[config.mk]
export PLATFORM = sky130hd
export DESIGN_NAME = evt_regs
export DESIGN_NICKNAME = d
export VERILOG_FILES = /design/src/rtl/evt_regs_pkg.sv /design/src/rtl/evt_addr_decode.sv /design/src/rtl/evt_main_counter.sv /design/src/rtl/evt_global_regs.sv /design/src/rtl/evt_regs.sv
export SDC_FILE = /design/constraint.sdc
export NUM_CORES = 1
export LEC_CHECK = 0
export BUFFER_PORTS_ARGS = -buffer_cell sky130_fd_sc_hd__buf_2
export CAP_MARGIN = 10
export CORE_AREA = 3 3 211 213
export CTS_CLUSTER_DIAMETER = 100
export DETAILED_ROUTE_END_ITERATION = 8
export DIE_AREA = 0 0 214 216
export PLACE_DENSITY = 0.63
export SYNTH_ARGS = -nofsm -noshare
export SYNTH_HDL_FRONTEND = slang
export SYNTH_HIERARCHICAL = 1
export SYNTH_SLANG_ARGS = --single-unit
[constraint.sdc]
create_clock -name clk -period 4.5 [get_ports clk]
set_input_delay 0.45 -clock clk [delete_from_list [all_inputs] [get_ports clk]]
set_output_delay 0.45 -clock clk [all_outputs]
set_load 0.02 [all_outputs]
[src/rtl/evt_regs_pkg.sv]
package evt_regs_pkg;

  typedef enum logic [2:0] {
    TGT_NONE = 3'd0,
    TGT_CAP  = 3'd1,
    TGT_CFG  = 3'd2,
    TGT_STS  = 3'd3,
    TGT_CNT  = 3'd4,
    TGT_CHAN = 3'd5
  } tgt_e;

  // Mask of register bits covered by an access.
  function automatic logic [63:0] lane_mask(input logic hi, input logic wide);
    if (hi)        return {32'hFFFF_FFFF, 32'h0};
    else if (wide) return 64'hFFFF_FFFF_FFFF_FFFF;
    else           return {32'h0, 32'hFFFF_FFFF};
  endfunction

  // Move bus data into register position.
  function automatic logic [63:0] lane_place(input logic [63:0] d, input logic hi);
    return hi ? {d[31:0], 32'h0} : d;
  endfunction

  // Move register value onto the read bus.
  function automatic logic [63:0] lane_extract(input logic [63:0] v, input logic hi,
                                               input logic wide);
    if (hi)        return {32'h0, v[63:32]};
    else if (wide) return v;
    else           return {32'h0, v[31:0]};
  endfunction

  function automatic logic [63:0] lane_merge(input logic [63:0] old_v,
                                             input logic [63:0] new_v,
                                             input logic [63:0] m);
    return (new_v & m) | (old_v & ~m);
  endfunction

  function automatic logic [63:0] cap_word(input int unsigned ntim,
                                           input logic [15:0] vendor,
                                           input logic [31:0] period_fs);
    logic [4:0] last_idx;
    last_idx = 5'(ntim - 1);
    return {period_fs, vendor, 1'b1, 1'b0, 1'b1, last_idx, 8'h01};
  endfunction

endpackage

[src/rtl/evt_addr_decode.sv]
module evt_addr_decode
  import evt_regs_pkg::*;
#(
  parameter int NUM_TIMERS = 3
) (
  input  logic [9:0] addr,
  output tgt_e       tgt,
  output logic [4:0] ch_idx,
  output logic [1:0] ch_reg,
  output logic       hi_half
);
  localparam logic [4:0] CH_BASE = 5'd8;  // 0x100 >> 5
  localparam logic [4:0] CH_LIMIT = 5'(NUM_TIMERS);

  logic aligned;
  logic in_global;

  assign aligned   = (addr[1:0] == 2'b00);
  assign in_global = (addr[9:8] == 2'b00);
  assign hi_half   = addr[2];
  assign ch_idx    = addr[9:5] - CH_BASE;
  assign ch_reg    = addr[4:3];

  always_comb begin
    tgt = TGT_NONE;
    if (aligned) begin
      if (in_global) begin
        unique case (addr[7:3])
          5'h00:   tgt = TGT_CAP;
          5'h02:   tgt = TGT_CFG;
          5'h04:   tgt = TGT_STS;
          5'h1E:   tgt = TGT_CNT;
          default: tgt = TGT_NONE;
        endcase
      end else if ((ch_idx < CH_LIMIT) && (ch_reg != 2'd3)) begin
        tgt = TGT_CHAN;
      end
    end
  end
endmodule

[src/rtl/evt_main_counter.sv]
module evt_main_counter
  import evt_regs_pkg::*;
#(
  parameter int CW = 64
) (
  input  logic          clk,
  input  logic          rst_n,
  input  logic          run,
  input  logic          tick_en,
  input  logic          en_rise,
  input  logic          en_fall,
  input  logic          wr_en,
  input  logic [CW-1:0] wdata,
  input  logic [CW-1:0] wmask,
  output logic [CW-1:0] value
);
  logic [CW-1:0] stored_q;
  logic [CW-1:0] live_q;

  always_ff @(posedge clk or negedge rst_n) begin
    if (!rst_n) begin
      stored_q <= '0;
    end else if (en_fall) begin
      stored_q <= live_q;
    end else if (wr_en) begin
      stored_q <= (wdata & wmask) | (stored_q & ~wmask);
    end
  end

  always_ff @(posedge clk or negedge rst_n) begin
    if (!rst_n) begin
      live_q <= '0;
    end else if (en_rise) begin
      live_q <= stored_q;
    end else if (run && tick_en) begin
      live_q <= live_q + CW'(1);
    end
  end

  assign value = run ? live_q : stored_q;
endmodule

[src/rtl/evt_global_regs.sv]
module evt_global_regs #(
  parameter int NUM_TIMERS = 3
) (
  input  logic                  clk,
  input  logic                  rst_n,
  input  logic                  cfg_we,
  input  logic [1:0]            cfg_wbits,
  input  logic [1:0]            cfg_wmask,
  input  logic                  sts_we,
  input  logic [NUM_TIMERS-1:0] sts_wbits,
  input  logic [NUM_TIMERS-1:0] sts_wmask,
  input  logic [NUM_TIMERS-1:0] ch_hit,
  output logic [1:0]            cfg,
  output logic [NUM_TIMERS-1:0] status,
  output logic                  en_rise,
  output logic                  en_fall,
  output logic [NUM_TIMERS-1:0] w1c_bits
);
  logic [1:0] cfg_q, cfg_next;
  logic [NUM_TIMERS-1:0] sts_q;

  assign cfg_next = cfg_we ? ((cfg_wbits & cfg_wmask) | (cfg_q & ~cfg_wmask)) : cfg_q;
  assign en_rise  = !cfg_q[0] && cfg_next[0];
  assign en_fall  = cfg_q[0] && !cfg_next[0];
  assign w1c_bits = sts_we ? (sts_wbits & sts_wmask) : '0;

  always_ff @(posedge clk or negedge rst_n) begin
    if (!rst_n) begin
      cfg_q <= '0;
      sts_q <= '0;
    end else begin
      cfg_q <= cfg_next;
      sts_q <= (sts_q & ~w1c_bits) | ch_hit;
    end
  end

  assign cfg    = cfg_q;
  assign status = sts_q;
endmodule

[src/rtl/evt_regs.sv]
module evt_regs
  import evt_regs_pkg::*;
#(
  parameter int          NUM_TIMERS = 3,
  parameter logic [15:0] VENDOR_ID  = 16'hA5C3,
  parameter logic [31:0] TICK_FS    = 32'd10_000_000
) (
  input  logic                     clk,
  input  logic                     rst_n,
  input  logic                     tick_en,
  input  logic                     acc_valid,
  input  logic                     acc_write,
  input  logic [9:0]               acc_addr,
  input  logic [1:0]               acc_size,
  input  logic [63:0]              acc_wdata,
  output logic                     rd_valid,
  output logic [63:0]              rd_data,
  output logic [NUM_TIMERS-1:0]    ch_sel,
  output logic [1:0]               ch_reg,
  output logic                     ch_we,
  output logic [63:0]              ch_wdata,
  output logic [63:0]              ch_wmask,
  input  logic [NUM_TIMERS*64-1:0] ch_rdata,
  input  logic [NUM_TIMERS-1:0]    ch_hit,
  output logic [NUM_TIMERS-1:0]    irq_status,
  output logic                     cnt_run,
  output logic                     legacy_route,
  output logic [63:0]              main_count
);
  localparam logic [63:0] CAP_VALUE = cap_word(NUM_TIMERS, VENDOR_ID, TICK_FS);

  tgt_e       tgt;
  logic [4:0] dec_idx;
  logic [1:0] dec_reg;
  logic       hi_half;
  logic       wide;
  logic [63:0] wr_placed, wr_mask;

  // Named events for the checker.
  logic cfg_wr_evt, cnt_wr_evt, w1c_evt, bad_acc;
  logic [NUM_TIMERS-1:0] w1c_bits;
  logic en_rise, en_fall;
  logic [1:0] cfg;

  evt_addr_decode #(.NUM_TIMERS(NUM_TIMERS)) dec_i (
    .addr    (acc_addr),
    .tgt     (tgt),
    .ch_idx  (dec_idx),
    .ch_reg  (dec_reg),
    .hi_half (hi_half)
  );

  assign wide      = (acc_size == 2'b11);
  assign wr_placed = lane_place(acc_wdata, hi_half);
  assign wr_mask   = lane_mask(hi_half, wide);

  assign cfg_wr_evt = acc_valid && acc_write && (tgt == TGT_CFG);
  assign cnt_wr_evt = acc_valid && acc_write && (tgt == TGT_CNT);
  assign w1c_evt    = acc_valid && acc_write && (tgt == TGT_STS);
  assign bad_acc    = acc_valid && (tgt == TGT_NONE);

  evt_global_regs #(.NUM_TIMERS(NUM_TIMERS)) glb_i (
    .clk       (clk),
    .rst_n     (rst_n),
    .cfg_we    (cfg_wr_evt),
    .cfg_wbits (wr_placed[1:0]),
    .cfg_wmask (wr_mask[1:0]),
    .sts_we    (w1c_evt),
    .sts_wbits (wr_placed[NUM_TIMERS-1:0]),
    .sts_wmask (wr_mask[NUM_TIMERS-1:0]),
    .ch_hit    (ch_hit),
    .cfg       (cfg),
    .status    (irq_status),
    .en_rise   (en_rise),
    .en_fall   (en_fall),
    .w1c_bits  (w1c_bits)
  );

  assign cnt_run      = cfg[0];
  assign legacy_route = cfg[1];

  evt_main_counter #(.CW(64)) cnt_i (
    .clk     (clk),
    .rst_n   (rst_n),
    .run     (cfg[0]),
    .tick_en (tick_en),
    .en_rise (en_rise),
    .en_fall (en_fall),
    .wr_en   (cnt_wr_evt),
    .wdata   (wr_placed),
    .wmask   (wr_mask),
    .value   (main_count)
  );

  // Channel steering.
  generate
    for (genvar n = 0; n < NUM_TIMERS; n++) begin : g_sel
      assign ch_sel[n] = acc_valid && (tgt == TGT_CHAN) && (dec_idx == 5'(n));
    end
  endgenerate

  assign ch_reg   = dec_reg;
  assign ch_we    = acc_valid && acc_write && (tgt == TGT_CHAN);
  assign ch_wdata = wr_placed;
  assign ch_wmask = wr_mask;

  logic [63:0] ch_word;
  always_comb begin
    ch_word = '0;
    for (int n = 0; n < NUM_TIMERS; n++) begin
      if (ch_sel[n]) ch_word = ch_rdata[n*64 +: 64];
    end
  end

  logic [63:0] raw_read;
  always_comb begin
    unique case (tgt)
      TGT_CAP:  raw_read = CAP_VALUE;
      TGT_CFG:  raw_read = {62'h0, cfg};
      TGT_STS:  raw_read = 64'(irq_status);
      TGT_CNT:  raw_read = main_count;
      TGT_CHAN: raw_read = ch_word;
      default:  raw_read = '0;
    endcase
  end

  always_ff @(posedge clk or negedge rst_n) begin
    if (!rst_n) begin
      rd_valid <= 1'b0;
      rd_data  <= '0;
    end else begin
      rd_valid <= acc_valid && !acc_write;
      if (acc_valid && !acc_write) rd_data <= lane_extract(raw_read, hi_half, wide);
    end
  end
endmodule

### Word-level counts from Yosys, hierarchy flattened

Index checks and enable logic that the tools add are counted.

* bits of input ports: 276
* flip-flop bits (word level): 198
* output and inout port bits: 268
* word-level logic and storage cells: 77

* add/sub/neg operators: 2
* reductions and logical operators: 23
* eq/ne operators: 12
* muxes and demuxes: 20
* order comparisons: 1
* bitwise logic cells: 12

Operator list (number)
* 2-to-1 mux 64 bit: 13
* case mux 64 bit (5 select lines): 1
* bitwise AND 64 bit: 2
* adder 64 x 1 -> 64 bit, second input constant: 1
* inverter 64 bit: 1
* OR 64 bit: 1
* logical AND 1 bit: 14
* 2-to-1 mux 3 bit: 4
* case mux 3 bit (4 select lines): 1
* == test 5 x 2 -> 1 bit, second input constant: 2
* zero test 5 bit: 2
* bitwise AND 3 bit: 2
* == test 3 x 2 -> 1 bit, second input constant: 2
* == test 3 bit, second input constant: 2
* == test 5 x 1 -> 1 bit, second input constant: 1
* == test 5 x 3 -> 1 bit, second input constant: 1
* == test 5 bit, second input constant: 1
* less-than comparator 5 x 2 -> 1 bit, second input constant: 1
* subtractor 5 x 4 -> 5 bit, second input constant: 1
* bitwise AND 2 bit: 2
* zero test 2 bit: 2
* nonzero test 2 bit: 2
* == test 3 x 1 -> 1 bit, second input constant: 1
* zero test 1 bit: 3
* other kinds (7): 7

### Depth between registers and ports, before layout

* depth in word-level cells: 15
* gate-level depth with buffers: 16
* mapped depth without buffers: 13

### Modules after synthesis

The synthesis kept the hierarchy.

Modules (own cells, without submodules)
* evt_main_counter: cells each 922, area each 8090.3 µm², sequential area each 3203.1 µm², times used 1
* evt_regs: cells each 695, area each 5829.3 µm², sequential area each 1626.6 µm², times used 1
* evt_global_regs: cells each 20, area each 232.7 µm², sequential area each 125.1 µm², times used 1
* evt_addr_decode: cells each 22, area each 165.2 µm², sequential area each 0.0 µm², times used 1

### Worst setup path after synthesis

No wires, ideal clock.

* kind: input-to-output
* from: in acc_addr[2]
* to: out ch_wmask[33]
* path buffers: 4
* cell stages on the path: 6
* arrival: 4.012 ns
* required time: 4.050 ns
* setup slack: 0.038 ns
* path through: buf_4 clkbuf_1 buf_2 inv_1 nand2_1 buf_4

* longest elaborated chain between the ends: 1

RTL lines
* start, declared: line evt_regs.sv:13 `input logic [9:0] acc_addr,`
* 2-to-1 mux 64 bit: line evt_regs_pkg.sv:14 `if (hi) return {32'hFFFF_FFFF, 32'h0};`
* end, declared: line evt_regs.sv:22 `output logic [63:0] ch_wmask,`

Every way passes these cells.

### Final worst setup path

* from: in acc_addr[8]
* to: out ch_sel[0]

* longest elaborated chain between the ends: 9
* elaborated cells on any way between the ends: 11
* those cells by class: 1 x add/sub; 1 x order compare; 1 x eq/ne; 3 x mux; 5 x reduce/logical

RTL lines
* subtractor 5 x 4 -> 5 bit: line evt_addr_decode.sv:21 `assign ch_idx = addr[9:5] - CH_BASE;`
* via dec_idx[3]: line evt_regs.sv:33 `logic [4:0] dec_idx;`
* less-than comparator 5 x 2 -> 1 bit: line evt_addr_decode.sv:35 `end else if ((ch_idx < CH_LIMIT) && (ch_reg != 2'd3)) begin`
* logical AND 1 bit: line evt_addr_decode.sv:35
* 2-to-1 mux 3 bit: line evt_addr_decode.sv:35
* 2-to-1 mux 3 bit: line evt_addr_decode.sv:27 `if (in_global) begin`
* 2-to-1 mux 3 bit: line evt_addr_decode.sv:26 `if (aligned) begin`
* via tgt[0]: line evt_regs.sv:32 `tgt_e tgt;`
* == test 3 bit: line evt_regs.sv:98 `assign ch_sel[n] = acc_valid && (tgt == TGT_CHAN) && (dec_idx == 5'(n));`
* logical AND 1 bit (2 in series): line evt_regs.sv:98
* end, declared: line evt_regs.sv:18 `output logic [NUM_TIMERS-1:0] ch_sel,`

The timed path passes the listed nets, and every way through them passes these cells.

==> summary.txt <==
Status
  • Status: complete, no violations

Critical path
  • Critical Path Sink: ch_sel[0]
  • Crit Path Class: in -> out
  • Worst setup SP type: primary input
  • Critical Path End Type: output port
  • Crit. Startpoint: acc_addr[8]
  • R2R depth: 5
  • Worst R2R Start: cnt_i/live_q[3]$_DFFE_PN0P_
  • Crit Reg-Reg Endpoint: cnt_i/live_q[56]$_DFFE_PN0P_
  • Crit path DAT: between 2 and 3 ns
  • Largest fanout on the critical path: 11
  • Reg2reg setup slack: approximately 1.3 ns
  • CP Data Required Time: 4.05 ns

Routing
  • DRT iter0 DRCs: between 1,000 and 1,500
  • DRC: 0
  • Via Count: ~15,000
  • Metal2 WL: 30,100 um
  • Metal-1 WL: about 27,000 um
  • Pre-antenna DRT Iters: 5
  • Met3 routed wirelength: 4250 um
  • Via/cell ratio: ~5.5
  • Max layer used: met4
  • Post-route ant nets: 0
  • Post-DR wirelength/cell: about 24 um
  • Final wirelength: 63,800 um

CTS
  • CTS H-Tree Depth: 4
  • Root Driver: clkbuf_16
  • Post-CTS Hold Fix Bufs: 0
  • Clk buf depth: 2
  • CTS Buf Count: 17
  • Setup Buffers After CTS: 0
  • Clock Sink Count: between 150 and 200
  • CTS tree: built
  • Resized cells post-CTS: 0
  • Clock Latency Late Sink: 0.46 ns
  • Clock slew at reported path FFs: ~0.08 ns

Timing
  • Worst Clk Skew: 0.0132 ns
  • Fmax: around 300 MHz
  • Slew Limit Fails: 0
  • Setup Viol. Count Final: 0
  • Slew HR: 0.192
  • Fin crit share: 0.737
  • Final min period: 3.31 ns
  • Final Hold Fails: 0
  • RSZ-0062 raised after global routing: no
  • Setup Total Neg Slack: 0 ns
  • Slack of the critical path: about 1.2 ns
  • Slew @ Worst Pin: around 1.2 ns

Die
  • IO Pins: 544
  • Core area: around 43,000 um^2
  • DIE AREA: 46,200 um^2
  • Starting density of the core: 0.334
  • Die height: 216 um
  • Row cnt: 76
  • Die W: about 210 um

Placement
  • Placer Congestion: a little under 1
  • Port Buf Inserts: approximately 540
  • Post-place setup slack: a little over 0.8 ns
  • Post-DP HPWL: slightly above 50,000 um

GRT
  • Largest net degree at the start of global routing: about 130
  • Antenna violations before repair: 0
  • First-pass GRT wire length: approximately 93,000 um
  • GRT overflow: 0
  • Number of global-route vias before repair: 14,100
  • GRT Util Overall: 0.265

Logic synthesis
  • Post-Syn Area: 14,300 um^2
  • Yosys cell types: 72
  • Number of flops mapped to enable cells by yosys: 0
  • Top_reg_cell synth: dfrtp_1
  • Mapped Cells: 1,659
  • Avg Cell Area, Syn: 8.63 um^2
  • Asr flop ratio synth: 1.00
  • Post-Syn Nets: ~1,900
  • Yosys warns: 6
  • Synth Register Bits: ~200
  • Register area share after synthesis: 0.346

Final layout
  • Fraction of layout cells with a size suffix above 1: 0.357
  • # fillers: 4,362
  • Final nets: between 2,000 and 2,500
  • Synthesis-to-finish area growth: 22.5%
  • Inserted Diodes: 0

Job
  • Maxcap violations: 0

Power
  • Pwr per Cell Area: around 240 nW/um^2
  • Tot Pwr: 4.23 mW
  • Peak supply drop: 0.000182 V
  • LEAKAGE: roughly 8.4 nW

Worst hold path
  • Worst min path class: in -> async
metal layers:
metal,vias up,GRT usage
met5,-,0
met4,0,0.0924
met3,75,0.0467
met2,633,0.434
met1,7209,0.354
li1,6693,-
cell families after synthesis:
family	Yosys count	synth area share
AOI/OAI and AO/OA	377	0.168
xor gates and xnor gates	41	0.0251
adders and majority gates	3	0.00262
buffers and inverters	227	0.0842
DFF	198	0.346
muxes	230	0.170
and+or+nand+nor	583	0.204
per-stage QoR:
stage               hold slack [ns]  utilization  instances  instance area [um^2]
floorplan                     0.154            -       1659                 14300
global placement              0.461        0.395       2606                 16900
detailed placement            0.470        0.395       2606                 16900
CTS                          0.0851        0.409       2638                 17500
global route                  0.110        0.409       2638                 17500
finish                       0.0521        0.409       2638                 17500
Yosys cell counts (4+ instances only):
master       n  share of area
o21ai_0    156          0.055
a21boi_0     7         0.0037
nand3_1     41          0.014
a311oi_1    11         0.0067
a22oi_2      4         0.0035
xnor2_1     25          0.015
a222oi_1    13         0.0091
dfrtp_1    198           0.35
o21ai_1     38          0.013
or4_1       12         0.0063
o2bb2ai_1   22          0.013
and3_1      13         0.0057
a31oi_1      6         0.0026
mux2i_1    131          0.092
mux2_2      97          0.076
buf_4       76          0.040
a221o_1      7         0.0049
nor2b_1     51          0.022
nor3_1      23         0.0080
a22oi_1     51          0.027
and2_1      10         0.0044
xor2_1      16         0.0098
nand2_1    297          0.078
inv_1       18         0.0047
nor2_1      27         0.0071
nand2b_1     4         0.0017
buf_2       30          0.010
nor4_1      32          0.014
a221oi_1    13         0.0080
buf_6        4         0.0031
and4_1       9         0.0055
or3_1        4         0.0017
nand4_1     35          0.015
clkbuf_1    96          0.025
a21oi_1     31          0.011
worst max-delay path, stage by stage:
cell	delay, ns
buf_2	0.13
inv_1	0.09
ha_1	0.19
or4b_1	0.50
or2_0	0.24
a211oi_2	0.22
buf_4	0.23
nand2_4	0.08
or2_4	0.32
nor3_1	0.19
buf_2	0.22
cells in the final DEF (no fill, tap or decap), drive strengths merged, types with 3 or more instances in the layout:
cell / n
nor3b: 4
buf: 570
o21bai: 3
a311oi: 11
o2bb2ai: 22
and3: 13
nor4: 34
nor4b: 4
nor2: 28
and4: 9
a222oi: 13
nand3: 41
a221o: 7
or4: 13
nand2b: 4
or3: 5
mux2: 99
a22oi: 55
or4b: 3
clkbuf: 19
nand2: 299
a31oi: 6
nand4: 36
clkinv: 6
mux2i: 131
a21oi: 31
inv: 24
ha: 3
a21boi: 7
dfrtp: 198
xnor2: 25
a221oi: 13
nor3: 24
o21ai: 194
nor2b: 51
xor2: 16
and2: 10
worst min path at each step:
stage / start / slack, ns / end / cells after the start
finish: rst_n / 0.05 / async pin / 1
global route: rst_n / 0.11 / async pin / 1
CTS: rst_n / 0.09 / async pin / 1
detailed placement: rd_data[41]$_DFFE_PN0P_ / 0.47 / rd_data[41]$_DFFE_PN0P_ / 2
global placement: rd_data[49]$_DFFE_PN0P_ / 0.46 / rd_data[49]$_DFFE_PN0P_ / 2
floorplan: rst_n / 0.15 / async pin / 0
where the power goes:
group | internal, mW | switching (mW) | leakage [nW] | total [mW]
clock network | 0.805 | 0.802 | 0.291 | 1.61
logic | 0.279 | 0.508 | 5.47 | 0.787
registers | 1.81 | 0.0309 | 2.66 | 1.84
cell type report:
class                           count  area, um^2  share of cell area
Clock buffer                       18         439              0.0250
Clock inverter                     14         159             0.00906
Inverter                           18        67.6             0.00385
Multi-Input combinational cell   1234        8200               0.467
Sequential cell                   198        4960               0.283
Tap cell                          585         732              0.0417
Timing Repair Buffer              571        2990               0.170
No activity file was read; power rests on OpenSTA's default activity.
